**config.mk**
```make
export PLATFORM = sky130hd
export DESIGN_NAME = bitslip_aligner
export DESIGN_NICKNAME = d
export VERILOG_FILES = /design/src/rtl/bsa_pkg.sv /design/src/rtl/bsa_lane.sv /design/src/rtl/bsa_slip_ctrl.sv /design/src/rtl/bitslip_aligner.sv
export SDC_FILE = /design/constraint.sdc
export NUM_CORES = 1
export LEC_CHECK = 0
export ABC_CLOCK_PERIOD_IN_PS = 4700
export BUFFER_PORTS_ARGS = -buffer_cell sky130_fd_sc_hd__buf_4
export CORE_ASPECT_RATIO = 1.25
export CORE_MARGIN = 8
export CORE_UTILIZATION = 66
export CTS_BUF_LIST = sky130_fd_sc_hd__clkbuf_8
export CTS_CLUSTER_DIAMETER = 80
export CTS_CLUSTER_SIZE = 28
export DETAILED_ROUTE_END_ITERATION = 16
export PLACE_DENSITY = 0.89
export SLEW_MARGIN = 20
export SYNTH_ARGS = -nofsm -noshare
export SYNTH_HDL_FRONTEND = slang
export SYNTH_HIERARCHICAL = 1
export SYNTH_SLANG_ARGS = --single-unit
export TNS_END_PERCENT = 10
```
**constraint.sdc**
```tcl
create_clock -name clk -period 4.7 [get_ports clk]
set_input_delay 0.94 -clock clk [delete_from_list [all_inputs] [get_ports clk]]
set_output_delay 0.94 -clock clk [all_outputs]
set_load 0.02 [all_outputs]
```
**src/rtl/bsa_pkg.sv**
```systemverilog
package bsa_pkg;
  // counter width able to hold values 0..n-1
  function automatic int unsigned idx_w(input int unsigned n);
    return (n < 2) ? 1 : $clog2(n);
  endfunction
endpackage

```
**src/rtl/bsa_lane.sv**
```systemverilog
module bsa_lane #(
  parameter int unsigned FACTOR = 8
) (
  input  logic              clk,
  input  logic              rst_n,
  input  logic              bit_i,
  input  logic              bit_vld_i,
  input  logic              drop_i,
  output logic              at_bnd_o,
  output logic [FACTOR-1:0] word_o,
  output logic              stb_o
);
  localparam int unsigned CW = bsa_pkg::idx_w(FACTOR);

  logic [CW-1:0]     cnt;
  logic [FACTOR-1:0] sr;
  logic              cap;

  assign cap      = bit_vld_i & ~drop_i;
  assign at_bnd_o = (cnt == '0);

  always_ff @(posedge clk) begin
    if (!rst_n) begin
      cnt    <= '0;
      sr     <= '0;
      word_o <= '0;
      stb_o  <= 1'b0;
    end else begin
      stb_o <= 1'b0;
      if (cap) begin
        sr <= {sr[FACTOR-2:0], bit_i};
        if (cnt == CW'(FACTOR-1)) begin
          cnt    <= '0;
          word_o <= {sr[FACTOR-2:0], bit_i};
          stb_o  <= 1'b1;
        end else begin
          cnt <= cnt + 1'b1;
        end
      end
    end
  end

  AST_DROP_HOLDS_FRAME: assert property (@(posedge clk) disable iff (!rst_n)
    (bit_vld_i && drop_i) |=> ($stable(cnt) && !stb_o));

endmodule

```
**src/rtl/bsa_slip_ctrl.sv**
```systemverilog
module bsa_slip_ctrl #(
  parameter int unsigned FACTOR = 8
) (
  input  logic clk,
  input  logic rst_n,
  input  logic req_i,
  input  logic arst_i,
  input  logic bit_vld_i,
  input  logic at_bnd_i,
  input  logic word_stb_i,
  output logic drop_o,
  output logic roll_o
);
  localparam int unsigned SW = bsa_pkg::idx_w(FACTOR);
  localparam int unsigned KW = bsa_pkg::idx_w(FACTOR + 1);

  logic          req_q;
  logic [SW-1:0] slip_cnt;
  logic [KW-1:0] skip_cnt;
  logic [KW-1:0] undo;
  logic          busy;
  logic          roll_pend;
  logic          req_edge;
  logic          accept;
  logic          settle;
  logic          dec;
  logic          wrap;

  assign drop_o   = (skip_cnt != '0) & at_bnd_i;
  assign dec      = drop_o & bit_vld_i;
  assign req_edge = req_i & ~req_q;
  assign accept   = req_edge & ~busy & ~arst_i;
  assign settle   = busy & (skip_cnt == '0) & word_stb_i;
  assign roll_o   = settle & roll_pend;
  assign wrap     = (slip_cnt == SW'(FACTOR-1));

  always_comb begin
    if (slip_cnt == '0) undo = '0;
    else                undo = KW'(FACTOR) - KW'(slip_cnt);
  end

  always_ff @(posedge clk) begin
    if (!rst_n) begin
      req_q     <= 1'b0;
      slip_cnt  <= '0;
      skip_cnt  <= '0;
      busy      <= 1'b0;
      roll_pend <= 1'b0;
    end else begin
      req_q <= req_i;
      if (arst_i) begin
        slip_cnt  <= '0;
        skip_cnt  <= skip_cnt - KW'(dec) + undo;
        busy      <= (busy & ~settle) | (undo != '0);
        roll_pend <= 1'b0;
      end else if (accept) begin
        slip_cnt  <= wrap ? '0 : slip_cnt + 1'b1;
        skip_cnt  <= skip_cnt + 1'b1;
        busy      <= 1'b1;
        roll_pend <= wrap;
      end else begin
        skip_cnt <= skip_cnt - KW'(dec);
        if (settle) begin
          busy      <= 1'b0;
          roll_pend <= 1'b0;
        end
      end
    end
  end

  AST_ROLL_AT_ZERO_SLIP: assert property (@(posedge clk) disable iff (!rst_n)
    roll_o |-> (slip_cnt == '0));
  AST_ROLL_SINGLE: assert property (@(posedge clk) disable iff (!rst_n)
    roll_o |=> !roll_o);
  AST_BUSY_IGNORES: assert property (@(posedge clk) disable iff (!rst_n)
    (busy && req_edge && !arst_i) |=> $stable(slip_cnt));
  AST_ARST_ZERO: assert property (@(posedge clk) disable iff (!rst_n)
    arst_i |=> ((slip_cnt == '0) && !roll_o));
  AST_SKIP_LIMIT: assert property (@(posedge clk) disable iff (!rst_n)
    skip_cnt <= KW'(FACTOR));

endmodule

```
**src/rtl/bitslip_aligner.sv**
```systemverilog
module bitslip_aligner #(
  parameter int unsigned CHANNELS = 2,
  parameter int unsigned FACTOR   = 8,
  parameter int unsigned SHARED   = 0,
  localparam int unsigned NSLIP   = (SHARED != 0) ? 1 : CHANNELS
) (
  input  logic                       clk,
  input  logic                       rst_n,
  input  logic [CHANNELS-1:0]        ser_i,
  input  logic                       ser_vld_i,
  input  logic [NSLIP-1:0]           slip_i,
  input  logic [CHANNELS-1:0]        align_rst_i,
  output logic [CHANNELS*FACTOR-1:0] word_o,
  output logic [CHANNELS-1:0]        word_vld_o,
  output logic [CHANNELS-1:0]        roll_o
);

  for (genvar c = 0; c < CHANNELS; c++) begin : g_ch
    localparam int unsigned SI = (SHARED != 0) ? 0 : c;
    logic drop;
    logic bnd;

    bsa_lane #(.FACTOR(FACTOR)) u_lane (
      .clk       (clk),
      .rst_n     (rst_n),
      .bit_i     (ser_i[c]),
      .bit_vld_i (ser_vld_i),
      .drop_i    (drop),
      .at_bnd_o  (bnd),
      .word_o    (word_o[c*FACTOR +: FACTOR]),
      .stb_o     (word_vld_o[c])
    );

    bsa_slip_ctrl #(.FACTOR(FACTOR)) u_ctrl (
      .clk        (clk),
      .rst_n      (rst_n),
      .req_i      (slip_i[SI]),
      .arst_i     (align_rst_i[c]),
      .bit_vld_i  (ser_vld_i),
      .at_bnd_i   (bnd),
      .word_stb_i (word_vld_o[c]),
      .drop_o     (drop),
      .roll_o     (roll_o[c])
    );

    AST_ROLL_WITH_WORD: assert property (@(posedge clk) disable iff (!rst_n)
      roll_o[c] |-> word_vld_o[c]);
  end

endmodule

```
==> results.toml <==
[outcome]
outcome = "complete, no violations"

[clock_network]
htreeDepth = 3
clock_path_buffers = 2
cts_tree = "built"
clk_pin_slew_ps = 70
cts_root_buf = "clkbuf_8"
cts_hold_buffers = 0
cts_sinks = 58
cts_setup_buffers = 0
cts-resized-gates = 0
cts-buffers-inserted = 9
clk_latency_ps = 340

[yosys]
ys.flop_type = "dfxtp_1"
seq_area_frac_synth_pct = 37.4
synthTopCellsByArea = "dfxtp_1, ha_1, nand2_1, nand3_1, a21boi_1"
async_flop_share_pct = 0
yosysWarnings = 6
yosysTopAreaCell = "dfxtp_1"
synth.avg_cell_area_um2 = 8.92
synth_cell_types = 41
synth_edf_count = 0
syn_nets = 389
syn-cell-area_um2 = 3100
netlist_instances = 348
synth_common_cells = "dfxtp_1, nand2_1, nand3_1"
synth.most_common_cell = "dfxtp_1"
ys_seq_elements = 58
yosysTopAreaCellShare_pct = 37.4

[routing]
drc = 0
postRouteWirelength_mm = 6.36
wl_met3_um = 308
viasPerCell = 5.59
wl_met2_mm = 3.26
dr.pass1.iters = 4
highest_layer = "met4"
vias = 2430
drt-met1-wl_mm = 2.63
wl_per_cell_um = 14.6
final_antenna_net_count = 0
drtIter0Drc = 167

[sta]
setup_slack_ps = 1620
rsz0062_at_grt = "no"
tns_ps = 0
min_period_ps = 3080
tightest_slew_ps = 575
max_slew_margin_pct = 61.7
setup_violations = 0
slew_viol_final = 0
hold_violations = 0
fin_crit_sh_pct = 65.6
max_freq_mhz = 324
final.setup_skew_ps = 4.00

[floorplan]
io_pins = 29
core_um2 = 4620
die-area_um2 = 7170
die_width_um = 77.3
row_count = 28
start_util_pct = 67.1
die_h_um = 92.7

[critical_path]
cp_max_fo = 6
cp_common_cell = "ha_1"
path_cells = "inv_1 -> ha_1 -> nor3b_1 -> nor2b_1 -> and2_1 -> ha_1 -> xor2_1 -> ha_1 -> a21o_1 -> a21o_1 -> or3_1 -> o311ai_1"
worst_setup_path_start_kind = "flip-flop"
cpMaxStageDelayCell = "dfxtp_1"
rr_endpoint = "g_ch[0].u_ctrl/skip_cnt[3]"
r2r-start = "g_ch[0].u_ctrl/skip_cnt[1]"
crit_type = "flip-flop to flip-flop"
rrSetupSlack_ps = 1620
reg2regPathDepth = 12
cp-endpoint = "g_ch[0].u_ctrl/skip_cnt[3]"
cp_data_required_time_ps = 4950
critPathArrivalTime_ps = 3330
cp-startpoint = "g_ch[0].u_ctrl/skip_cnt[1]"
end_kind = "flip-flop"
max_stage_delay_ps = 460

[cells_and_area]
post_route_cells_drive_above_1_share_pct = 13.6
multi_input_area_um2 = 1750
syn_to_final_growth_pct = 13.5
antennaDiodeCount = 0
nets = 412
fill_cells = 348
register_area_um2 = 1160

[grt]
grt_usage_pct = 18.9
antenna_found_initial = 0
overflow = 0
grt_pass1_vias = 2491
grt_max_degree = 67
grt_pass1_wl_mm = 10.9

[placement]
place_hpwl_mm = 4.60
gp_congestion = 0.887
dpl_worst_slack_ps = 1690
portBuffers = 28

[power]
power.density_nw_per_um2 = 497
ir_drop_v = 0.000260
p_leak_nw = 1.65

[flow_run]
maxCapViolations = 0

[hold_path]
worstHoldPathType = "flip-flop to flip-flop"
[cell families (layout without fill, tap and decap cells)]
family	Yosys count	count (layout)	share of synthesized area, %
mux	12	12	3.95
compound gates	38	38	9.15
fa+ha+maj	32	32	13.4
xor+xnor	12	12	4.27
flops	58	58	37.4
simple gates	158	158	25.7
buf+inv	38	65	6.13
[worst min-delay path by stage]
stage / from / endpoint / slack (ps) / cells past startpoint
after floorplan: g_ch[0].u_lane/sr[6] / g_ch[0].u_lane/word_o[7] / 430 / 2
after global placement: g_ch[0].u_lane/word_o[7] / g_ch[0].u_lane/word_o[7] / 440 / 2
after detailed placement: g_ch[0].u_lane/word_o[3] / g_ch[0].u_lane/word_o[3] / 440 / 2
after CTS: g_ch[1].u_lane/word_o[7] / g_ch[1].u_lane/word_o[7] / 450 / 2
after global routing: g_ch[0].u_lane/word_o[3] / g_ch[0].u_lane/word_o[3] / 470 / 2
final: g_ch[0].u_lane/word_o[3] / g_ch[0].u_lane/word_o[3] / 450 / 2
[per-stage QoR]
step	hold WS, ps	instances	utilization (%)	total power (W)	instance area (um^2)
2_1_floorplan	434	348	-	0.00108	3100
3_3_place_gp	439	420	71.0	0.00115	3280
3_5_place_dp	443	420	71.0	0.00119	3280
4_1_cts	452	435	76.2	0.00175	3520
5_1_grt	473	435	76.2	0.00185	3520
6_report	449	435	76.2	0.00175	3520
[metal layers]
layer | track usage, % | vias to the layer above
li1 | - | 1223
met1 | 19.6 | 1137
met2 | 32.5 | 55
met3 | 5.72 | 15
met4 | 12.3 | 0
met5 | 0 | -
[cell type report]
type                    count  share of cell area [%]
multi-input cells         252                    49.8
clock inverters             5                    2.91
clock buffers              10                    3.91
flip-flops and latches     58                    33.0
repair buffers             28                    5.97
well taps                  60                    2.13
inverters                  22                    2.34
[cells in the final DEF, fill, tap and decap left out, types with 10 or more instances in the layout]
master     n
dfxtp_1   58
nand2_1   57
inv_1     22
mux2i_1   10
buf_4     28
a21boi_1  18
nand3_1   38
clkbuf_8  10
nor2_1    21
ha_1      30
[where the power goes]
part	switching [W]	internal, W	total [W]
clock	0.000201	0.000363	0.000564
combinational	0.000314	0.000268	0.000582
sequential	0.0000606	0.000543	0.000603
total	0.000576	0.00117	0.00175
[state kept, by name (all words and copies together), names as in the netlist]
signal and cells:
g_ch.u_lane/word_o 16, g_ch.u_lane/sr 14, g_ch.u_ctrl/skip_cnt 8, g_ch.u_ctrl/slip_cnt 6, g_ch.u_lane/cnt 6, g_ch.u_ctrl/busy 2, g_ch.u_ctrl/req_q 2, g_ch.u_ctrl/roll_pend 2
g_ch.u_lane/stb_o 2
[worst max-delay path, delay by kind of cell (launching register included)]
family          cells  cell delay (ps)
compound gates      3              400
buf+inv             1               80
flops               1              460
xor+xnor            1              340
simple gates        4             1060
fa+ha+maj           3              660
Power figures use the tool's default switching activity.
